## src/rtl/fsyn_pkg.sv

```systemverilog
package fsyn_pkg;
  // Saturation limits of the trim, per line mode
  localparam int T1_TRIM_MIN = -83;
  localparam int T1_TRIM_MAX = 88;
  localparam int E1_TRIM_MIN = -128;
  localparam int E1_TRIM_MAX = 111;
  // Number of low trim bits dropped in coarse resolution
  localparam int COARSE_DROP = 4;

  typedef enum logic {
    MODE_T1 = 1'b0,
    MODE_E1 = 1'b1
  } line_mode_e;
endpackage

```

## src/rtl/fsyn_trim_sat.sv

```systemverilog
module fsyn_trim_sat
  import fsyn_pkg::*;
#(
  parameter int SET_W = 8
) (
  input  logic signed [SET_W-1:0] trim_i,
  input  line_mode_e              mode_i,
  input  logic                    hires_i,
  output logic signed [SET_W-1:0] eff_o
);
  logic signed [SET_W-1:0] lo_lim;
  logic signed [SET_W-1:0] hi_lim;
  logic signed [SET_W-1:0] sat;

  always_comb begin
    if (mode_i == MODE_E1) begin
      lo_lim = SET_W'(E1_TRIM_MIN);
      hi_lim = SET_W'(E1_TRIM_MAX);
    end else begin
      lo_lim = SET_W'(T1_TRIM_MIN);
      hi_lim = SET_W'(T1_TRIM_MAX);
    end
  end

  always_comb begin
    if (trim_i < lo_lim)      sat = lo_lim;
    else if (trim_i > hi_lim) sat = hi_lim;
    else                      sat = trim_i;
  end

  // Coarse resolution truncates after saturation
  always_comb begin
    eff_o = sat;
    if (!hires_i) eff_o[COARSE_DROP-1:0] = '0;
  end
endmodule

```

## src/rtl/fsyn_incr.sv

```systemverilog
module fsyn_incr
  import fsyn_pkg::*;
#(
  parameter int                 SET_W   = 8,
  parameter int                 ACC_W   = 28,
  parameter logic [ACC_W-1:0]   NOM_T1  = '0,
  parameter logic [ACC_W-1:0]   NOM_E1  = '0,
  parameter int                 STEP_T1 = 20,
  parameter int                 STEP_E1 = 11
) (
  input  logic signed [SET_W-1:0] eff_i,
  input  line_mode_e              mode_i,
  output logic [ACC_W-1:0]        inc_o
);
  logic signed [ACC_W-1:0] eff_ext;
  logic signed [ACC_W-1:0] step_s;
  logic signed [ACC_W-1:0] base_s;
  logic signed [ACC_W-1:0] sum_s;

  always_comb begin
    eff_ext = {{(ACC_W-SET_W){eff_i[SET_W-1]}}, eff_i};
    if (mode_i == MODE_E1) begin
      step_s = ACC_W'(STEP_E1);
      base_s = NOM_E1;
    end else begin
      step_s = ACC_W'(STEP_T1);
      base_s = NOM_T1;
    end
    sum_s = base_s + eff_ext * step_s;
    inc_o = sum_s;
  end
endmodule

```

## src/rtl/fsyn_phase_acc.sv

```systemverilog
module fsyn_phase_acc #(
  parameter int ACC_W = 28
) (
  input  logic             clk,
  input  logic             rst_n,
  input  logic [ACC_W-1:0] inc_i,
  output logic             pulse_o
);
  logic [ACC_W-1:0] acc_q;
  logic [ACC_W-1:0] acc_d;
  logic             pulse_q;
  logic             pulse_d;
  logic [ACC_W:0]   wide_sum;

  always_comb begin
    wide_sum = {1'b0, acc_q} + {1'b0, inc_i};
    acc_d    = wide_sum[ACC_W-1:0];
    pulse_d  = wide_sum[ACC_W];
  end

  always_ff @(posedge clk or negedge rst_n) begin
    if (!rst_n) begin
      acc_q   <= '0;
      pulse_q <= 1'b0;
    end else begin
      acc_q   <= acc_d;
      pulse_q <= pulse_d;
    end
  end

  assign pulse_o = pulse_q;
endmodule

```

## src/rtl/fsyn_line_clk_gen.sv

```systemverilog
module fsyn_line_clk_gen
  import fsyn_pkg::*;
#(
  parameter int NUM_LINES = 4,
  parameter int SET_W     = 8,
  parameter int ACC_W     = 28,
  parameter int SYS_KHZ   = 38880,
  parameter int T1_KHZ    = 1544,
  parameter int E1_KHZ    = 2048,
  parameter int STEP_T1   = 20,
  parameter int STEP_E1   = 11
) (
  input  logic                       clk,
  input  logic                       rst_n,
  input  logic                       hires,
  input  logic [NUM_LINES*SET_W-1:0] line_set,
  input  logic [NUM_LINES-1:0]       line_e1,
  output logic [NUM_LINES-1:0]       line_pulse
);
  localparam logic [63:0] ACC_ONE = 64'd1 << ACC_W;
  localparam logic [ACC_W-1:0] NOM_T1 = ACC_W'((ACC_ONE * 64'(T1_KHZ)) / 64'(SYS_KHZ));
  localparam logic [ACC_W-1:0] NOM_E1 = ACC_W'((ACC_ONE * 64'(E1_KHZ)) / 64'(SYS_KHZ));

  // Reset: asserted asynchronously, released on the clock
  logic rst_meta_q;
  logic rst_core_n;

  always_ff @(posedge clk or negedge rst_n) begin
    if (!rst_n) begin
      rst_meta_q <= 1'b0;
      rst_core_n <= 1'b0;
    end else begin
      rst_meta_q <= 1'b1;
      rst_core_n <= rst_meta_q;
    end
  end

  logic [NUM_LINES*SET_W-1:0] eff_flat;

  for (genvar g = 0; g < NUM_LINES; g++) begin : g_line
    logic signed [SET_W-1:0] trim;
    logic signed [SET_W-1:0] eff;
    logic [ACC_W-1:0]        inc;
    line_mode_e              mode;

    assign trim = line_set[g*SET_W +: SET_W];
    assign mode = line_mode_e'(line_e1[g]);
    assign eff_flat[g*SET_W +: SET_W] = eff;

    fsyn_trim_sat #(.SET_W(SET_W)) i_sat (
      .trim_i (trim),
      .mode_i (mode),
      .hires_i(hires),
      .eff_o  (eff)
    );

    fsyn_incr #(
      .SET_W  (SET_W),
      .ACC_W  (ACC_W),
      .NOM_T1 (NOM_T1),
      .NOM_E1 (NOM_E1),
      .STEP_T1(STEP_T1),
      .STEP_E1(STEP_E1)
    ) i_incr (
      .eff_i (eff),
      .mode_i(mode),
      .inc_o (inc)
    );

    fsyn_phase_acc #(.ACC_W(ACC_W)) i_acc (
      .clk    (clk),
      .rst_n  (rst_core_n),
      .inc_i  (inc),
      .pulse_o(line_pulse[g])
    );
  end
endmodule

```

## config.mk

```make
export PLATFORM = sky130hd
export DESIGN_NAME = fsyn_line_clk_gen
export DESIGN_NICKNAME = d
export VERILOG_FILES = /design/src/rtl/fsyn_pkg.sv /design/src/rtl/fsyn_trim_sat.sv /design/src/rtl/fsyn_incr.sv /design/src/rtl/fsyn_phase_acc.sv /design/src/rtl/fsyn_line_clk_gen.sv
export SDC_FILE = /design/constraint.sdc
export NUM_CORES = 1
export LEC_CHECK = 0
export BUFFER_PORTS_ARGS = -buffer_cell sky130_fd_sc_hd__buf_2
export CORE_MARGIN = 2
export CORE_UTILIZATION = 40
export CTS_BUF_LIST = sky130_fd_sc_hd__clkbuf_4 sky130_fd_sc_hd__clkbuf_8
export CTS_CLUSTER_DIAMETER = 60
export DETAILED_ROUTE_END_ITERATION = 8
export MAX_ROUTING_LAYER = met4
export PLACE_DENSITY = 0.59
export SYNTH_ARGS = -nofsm -noshare
export SYNTH_HDL_FRONTEND = slang
export SYNTH_SLANG_ARGS = --single-unit
```

## constraint.sdc

```tcl
create_clock -name clk -period 4.2 [get_ports clk]
set_input_delay 0.42 -clock clk [delete_from_list [all_inputs] [get_ports clk]]
set_output_delay 0.42 -clock clk [all_outputs]
set_load 0.01 [all_outputs]
```

# After elaboration in Yosys (flattened, before gate mapping)
# Cells that the tools add are included.
# word_totals
regBits,118
output_inout_bits,4
word_cells,58
# op_classes
n_lt_le_gt_ge,8
n_mux,28
add_sub_neg,8
mul,4
# ops
cell,count
adder 28 x 28 -> 29 bit,4
adder 25 x 28 -> 28 bit,4
2-to-1 mux 23 bit,4
2-to-1 mux 8 bit,8
multiplier 8 x 6 -> 14 bit,4
2-to-1 mux 6 bit,8
> comparator 8 bit,4
less-than comparator 8 bit,4
2-to-1 mux 5 bit,4
2-to-1 mux 4 bit,4

# Logic depth before layout (Yosys ltp)
# logic_depth
word_depth,8
ltp_mapped,38
depth_no_buf,37

# By module
# Synthesis repeated with hierarchy kept, for this count alone.
# hier_totals
hier_cells,2037
area_unflattened_um2,17469.3
# modules_own_cells
mod,instances,seq_area_each_um2,area_each_um2,cells_each
fsyn_phase_acc (g_line[0].i_acc ...),3,725.7,2150.8,224
fsyn_incr (g_line[0].i_incr ...),3,0.0,1830.5,239
fsyn_phase_acc (g_line[3].i_acc),1,725.7,2208.4,234
fsyn_incr (g_line[1].i_incr),1,0.0,1831.8,239
fsyn_trim_sat,4,0.0,357.8,43
fsyn_line_clk_gen,1,50.0,53.8,3

# Least setup slack after synthesis
# Ideal clock, no wire load.
# synth_path
kind,input to register
from,input line_e1[2]
to,register g_line[2].i_acc.pulse_q
stages,37
arrival_ps,8280
path_slack_ps,-4199
path_buffers,2
cell_sequence,clkbuf_1 clkinv_1 ha_1 nor2b_1 o21ai_0 a21oi_1 o21ai_0 nand2b_1 nor2_1 o21ai_0 ha_1 fa_1 inv_1 fa_1 inv_1 ha_1 a21o_1 a211o_1 a2111oi_4 nor4_1 nand4b_4 ha_1 or2_2 clkbuf_1 a21oi_1 nor2b_1 xnor2_1 inv_1 ha_1 a21o_1 a21o_1 a21o_1 a31oi_1 o21ai_0 a21oi_1 a21oi_1 o21a_1
# synth_via
elab_chain_cells,8
word_cells_on_any_way,12
classes_between,add/sub: 2; mul: 1; order compare: 2; mux: 7
# synth_lines
element,line,rtl
from (decl),fsyn_line_clk_gen.sv:17,"input logic [NUM_LINES-1:0] line_e1,"
2-to-1 mux 6 bit,fsyn_trim_sat.sv:16,if (mode_i == MODE_E1) begin
> comparator 8 bit,fsyn_trim_sat.sv:27,else if (trim_i > hi_lim) sat = hi_lim;
2-to-1 mux 8 bit,fsyn_trim_sat.sv:27,
2-to-1 mux 8 bit,fsyn_trim_sat.sv:26,if (trim_i < lo_lim) sat = lo_lim;
2-to-1 mux 4 bit,fsyn_trim_sat.sv:34,if (!hires_i) eff_o[COARSE_DROP-1:0] = '0;
multiplier 8 x 6 -> 14 bit,fsyn_incr.sv:29,sum_s = base_s + eff_ext * step_s;
adder 25 x 28 -> 28 bit *,fsyn_incr.sv:29,
adder 28 x 28 -> 29 bit *,fsyn_phase_acc.sv:16,"wide_sum = {1'b0, acc_q} + {1'b0, inc_i};"
net g_line[2].i_acc.wide_sum[28],fsyn_phase_acc.sv:13,logic [ACC_W:0] wide_sum;
to (signal assigned),fsyn_phase_acc.sv:27,pulse_q <= pulse_d;
to (decl),fsyn_phase_acc.sv:11,logic pulse_q;
# Mark *: on every way through the listed nets, which the timed path passes. The rest lies on a longest branch.

# Worst setup path after layout
# layout_path
from,input line_e1[1]
to,register g_line[1].i_acc.acc_q[27]
# layout_via
elab_chain_cells,8
word_cells_on_any_way,12
classes_between,add/sub: 2; mul: 1; order compare: 2; mux: 7
# layout_lines
element,line,rtl
2-to-1 mux 6 bit,fsyn_trim_sat.sv:16,
> comparator 8 bit,fsyn_trim_sat.sv:27,
2-to-1 mux 8 bit,fsyn_trim_sat.sv:27,
2-to-1 mux 8 bit,fsyn_trim_sat.sv:26,
2-to-1 mux 4 bit,fsyn_trim_sat.sv:34,
multiplier 8 x 6 -> 14 bit,fsyn_incr.sv:29,
adder 25 x 28 -> 28 bit *,fsyn_incr.sv:29,
adder 28 x 28 -> 29 bit *,fsyn_phase_acc.sv:16,
net g_line[1].i_acc.wide_sum[27],fsyn_phase_acc.sv:13,
to (signal assigned),fsyn_phase_acc.sv:23,acc_q <= '0;
to (signal assigned),fsyn_phase_acc.sv:26,acc_q <= acc_d;
to (decl),fsyn_phase_acc.sv:9,logic [ACC_W-1:0] acc_q;
# Marks and branches as above.

==> metrics.cfg <==
[status]
run_status = finished with violations
violations = setup timing

[clocking]
cts.htree.levels = 4
cts_max_path_buffers = 2
clock_root_buffer = sky130_fd_sc_hd__clkbuf_8
clock-sinks = 118
number_of_buffers_inserted_during_clock_tree_synthesis = 17
clk_latency_ns = 0.49
cts.reportedPaths.clkPinSlew_ns = 0.09
tritoncts_clock_tree = built

[logic_synthesis]
combinational_family_with_the_most_area_after_synthesis = adder cells
synth_seq_area_share = 0.181
synthesis.instances = 1905
post_synth_num_cell_types = 91
async_flop_share = 1.00
synthesized_area_fraction_occupied_by_xor_and_xnor_cells = 0.0911
synth_simple_gate_area_frac = 0.157
post_synth_top_flop = sky130_fd_sc_hd__dfrtp_1
synth.avg_cell_area_um2 = 8.58
yosys_register_bits = 118
synth.mux.area_fraction = 0.00467
ys_warn_count = 0
netlist_area_um2 = 16300
synth-edff-count = 0
area_fraction_in_compound_gates_after_synthesis = 0.225
synthAdderAreaFrac = 0.286

[setup_path]
rr_startpoint = g_line[3].i_acc.acc_q[0]
crit_fanout = 6
critPathMostFrequentCell = sky130_fd_sc_hd__ha_4
worst_setup_path_start_kind = input port
crit_required_ns = 4.59
crit_path_max_incr_delay_ns = 0.53
reg2reg_setup_slack_ns = 1.30
critPathArrivalTime_ns = 7.37
setup.worst_path.class = in -> reg
r2r_cell_count = 10
critical_path_buf_inv_count = 6
cp_max_stage_cell = sky130_fd_sc_hd__fa_1
crit_family = compound AO/OA/AOI/OAI gates
worst_r2r_endpoint = g_line[3].i_acc.acc_q[24]
crit_path_end_kind = flip-flop

[drt]
met1_length_um = 21700
dr.pass1.iters = 5
drt-vias-per-instance = 5.16
via_count = 16800
dr_wl_met2_um = 26800
final_antenna_net_count = 0
wl_met3_um = 1020
drt_first_iter_violations = 609
drt-wirelength-per-cell_um = 15.5
wl_um = 50700
drt_drc_violations_left = 0
maxUsedRoutingLayer = met4

[final_layout]
layout.core_utilization = 0.691
layoutNonFillerInstCount = 3262
multi_input_comb_area_um2 = 16600
final_net_count = 3095
final-seq-area_um2 = 2960
fillCellCount = 2913
areaGrowthSynthToFinish_pct = 71.4
drive_above_1_share = 0.529

[sta]
rsz0062_at_grt = true
max-slew-margin-rel = 0.539
final-hold-violation-count = 0
final_max_slew_viol_count = 0
timing.hold.ws_ns = 0.272
final_worst_path_cycle_share = 1.66
maxClockFrequency_mhz = 143
worst_slack_ns = -2.79
worstMarginPinSlew_ns = 0.692
skew_ns = 0.0183
final_critical_path_time_including_i_o_delays_and_setup_ns = 6.99
setup_violations = 100

[die]
row_count = 74
number_of_top_level_pins = 43
die_height_um = 206
initial_cell_density_of_the_core = 0.403
die_area_um2 = 42500
die_x_um = 206
fp.coreArea_um2 = 40600

[grt]
first_global_vias = 17600
grt_usage = 0.234
grt_max_degree = 75
grt_overflow = 0
grt_antenna_before_repair = 2
wire_length_of_the_first_global_routing_pass_um = 79800

[flow_run]
maxCapViolations = 0

[placement]
gp_congestion = 0.845
count_of_buffers_inserted_at_the_top_level_ports = 42
place_inst = 3075
dp_hpwl_um = 33900

[hold_path]
min_path_type = in -> async

[cells in the mapped netlist (5+ instances only)]
library cell | instances | area (um^2)
sky130_fd_sc_hd__a21boi_0 | 7 | 52.6
sky130_fd_sc_hd__nand2b_1 | 18 | 113
sky130_fd_sc_hd__ha_1 | 284 | 3550
sky130_fd_sc_hd__nand2_1 | 119 | 447
sky130_fd_sc_hd__o211a_1 | 5 | 50.1
sky130_fd_sc_hd__nand3_1 | 37 | 185
sky130_fd_sc_hd__a31o_2 | 11 | 96.3
sky130_fd_sc_hd__xnor2_1 | 119 | 1040
sky130_fd_sc_hd__a21o_1 | 54 | 405
sky130_fd_sc_hd__nand4_1 | 5 | 31.3
sky130_fd_sc_hd__nand3b_1 | 6 | 45.0
sky130_fd_sc_hd__a21oi_1 | 152 | 761
sky130_fd_sc_hd__xor2_1 | 51 | 447
sky130_fd_sc_hd__nor3_1 | 35 | 175
sky130_fd_sc_hd__a211oi_1 | 24 | 180
sky130_fd_sc_hd__nor2b_1 | 30 | 188
sky130_fd_sc_hd__inv_1 | 193 | 724
sky130_fd_sc_hd__a2111oi_0 | 5 | 43.8
sky130_fd_sc_hd__buf_4 | 5 | 37.5
sky130_fd_sc_hd__or3_1 | 7 | 43.8
sky130_fd_sc_hd__fa_1 | 56 | 1120
sky130_fd_sc_hd__nor4_1 | 15 | 93.8
sky130_fd_sc_hd__clkbuf_1 | 27 | 101
sky130_fd_sc_hd__o21bai_1 | 22 | 165
sky130_fd_sc_hd__a31oi_1 | 22 | 138
sky130_fd_sc_hd__o21ai_1 | 8 | 40.0
sky130_fd_sc_hd__and2_1 | 18 | 113
sky130_fd_sc_hd__dfrtp_1 | 118 | 2950
sky130_fd_sc_hd__mux2_2 | 5 | 56.3
sky130_fd_sc_hd__and3_1 | 27 | 169
sky130_fd_sc_hd__o211ai_1 | 14 | 105
sky130_fd_sc_hd__a2111oi_4 | 5 | 138
sky130_fd_sc_hd__o21ai_0 | 83 | 415
sky130_fd_sc_hd__a211o_1 | 13 | 114
sky130_fd_sc_hd__or2_2 | 18 | 113
sky130_fd_sc_hd__a221oi_1 | 5 | 43.8
sky130_fd_sc_hd__nor2_1 | 139 | 522
sky130_fd_sc_hd__o21a_1 | 33 | 248
[worst reg2reg max path, stage by stage (launching register included)]
cell	delay [ns]
sky130_fd_sc_hd__dfrtp_1	0.38
sky130_fd_sc_hd__ha_1	0.23
sky130_fd_sc_hd__fa_1	0.41
sky130_fd_sc_hd__a211oi_2	0.27
sky130_fd_sc_hd__o211ai_1	0.15
sky130_fd_sc_hd__a311o_1	0.38
sky130_fd_sc_hd__a31o_4	0.28
sky130_fd_sc_hd__nor3b_4	0.17
sky130_fd_sc_hd__o31a_1	0.28
sky130_fd_sc_hd__nor2_1	0.13
sky130_fd_sc_hd__xnor2_1	0.13
[metal layers]
metal	track usage	up-vias
li1	-	8337
met1	0.272	8203
met2	0.417	200
met3	0.0304	92
met4	0.0730	0
met5	-	-
[flip-flops by register name, indices dropped and copies added, names as in the netlist]
register and cells:
g_line.i_acc.acc_q 112, g_line.i_acc.pulse_o 4, rst_core_n 1, rst_meta_q 1
[through the flow]
| stage | TNS, ns | area (um^2) | worst slack [ns] |
|---|---|---|---|
| floorplan | -197.90 | 17700 | -3.26 |
| global placement | -254.11 | 22900 | -3.48 |
| detailed placement | -258.76 | 22900 | -3.55 |
| CTS | -181.22 | 25900 | -2.83 |
| global route | -220.70 | 28000 | -3.16 |
| finish | -196.18 | 28000 | -2.79 |
[placed cells by master (no fill, tap or decap), drive strengths merged, types with 13 or more instances in the layout]
cell type and instances:
buf 799, ha 284, inv 195, a21oi 158, nor2 144, nand2 119
xnor2 119, dfrtp 118, o21ai 93, fa 56, a21o 54, xor2 51
nor3 37, nand3 37, o21a 33, nor2b 30, conb 29, and3 29
a211oi 26, a31oi 23, o21bai 22, clkbuf 22, or2 19, nand2b 18
and2 18, nor4 15, o211ai 14, a2111oi 14, a211o 13
[timing repair]
action                                  CTS  global route
resized for setup                       404           288
setup buffers                            95            86
endpoints found under the setup margin  101           102
hold buffers                              1             0
pin swaps                               302           265
endpoints found under the hold margin     2             0
[worst max path at each step]
stage                     startpoint                        end  slack, ns  cells past startpoint
after CTS                 line_e1[1]  g_line[1].i_acc.acc_q[27]      -2.83                     38
after floorplan           line_e1[1]  g_line[1].i_acc.acc_q[27]      -3.26                     37
after detailed placement  line_e1[1]  g_line[1].i_acc.acc_q[27]      -3.55                     37
after global routing      line_e1[1]  g_line[1].i_acc.acc_q[27]      -3.16                     37
final                     line_e1[1]  g_line[1].i_acc.acc_q[27]      -2.79                     36
after global placement    line_e1[1]  g_line[1].i_acc.acc_q[27]      -3.48                     37
[kinds of logic (layout without fill, tap and decap cells)]
kind of cell,Yosys count,count (layout)
mux,7,7
buf+inv,233,1029
flops,118,118
xor+xnor,170,170
fa+ha+maj,340,340
simple gates,508,508
other cells,2,31
compound gates,527,527
[final cells by class]
type	count	share of cell area
Sequential cell	118	0.106
Timing Repair Buffer	800	0.233
Clock buffer	22	0.00992
Clock inverter	9	0.00541
Tap cell	532	0.0238
Inverter	198	0.0296
Multi-Input combinational cell	1581	0.593
Antenna cell	2	0.000179
Power is not shown: default switching activity piles up to over one toggle a cycle in this logic, so the estimate is an artifact.
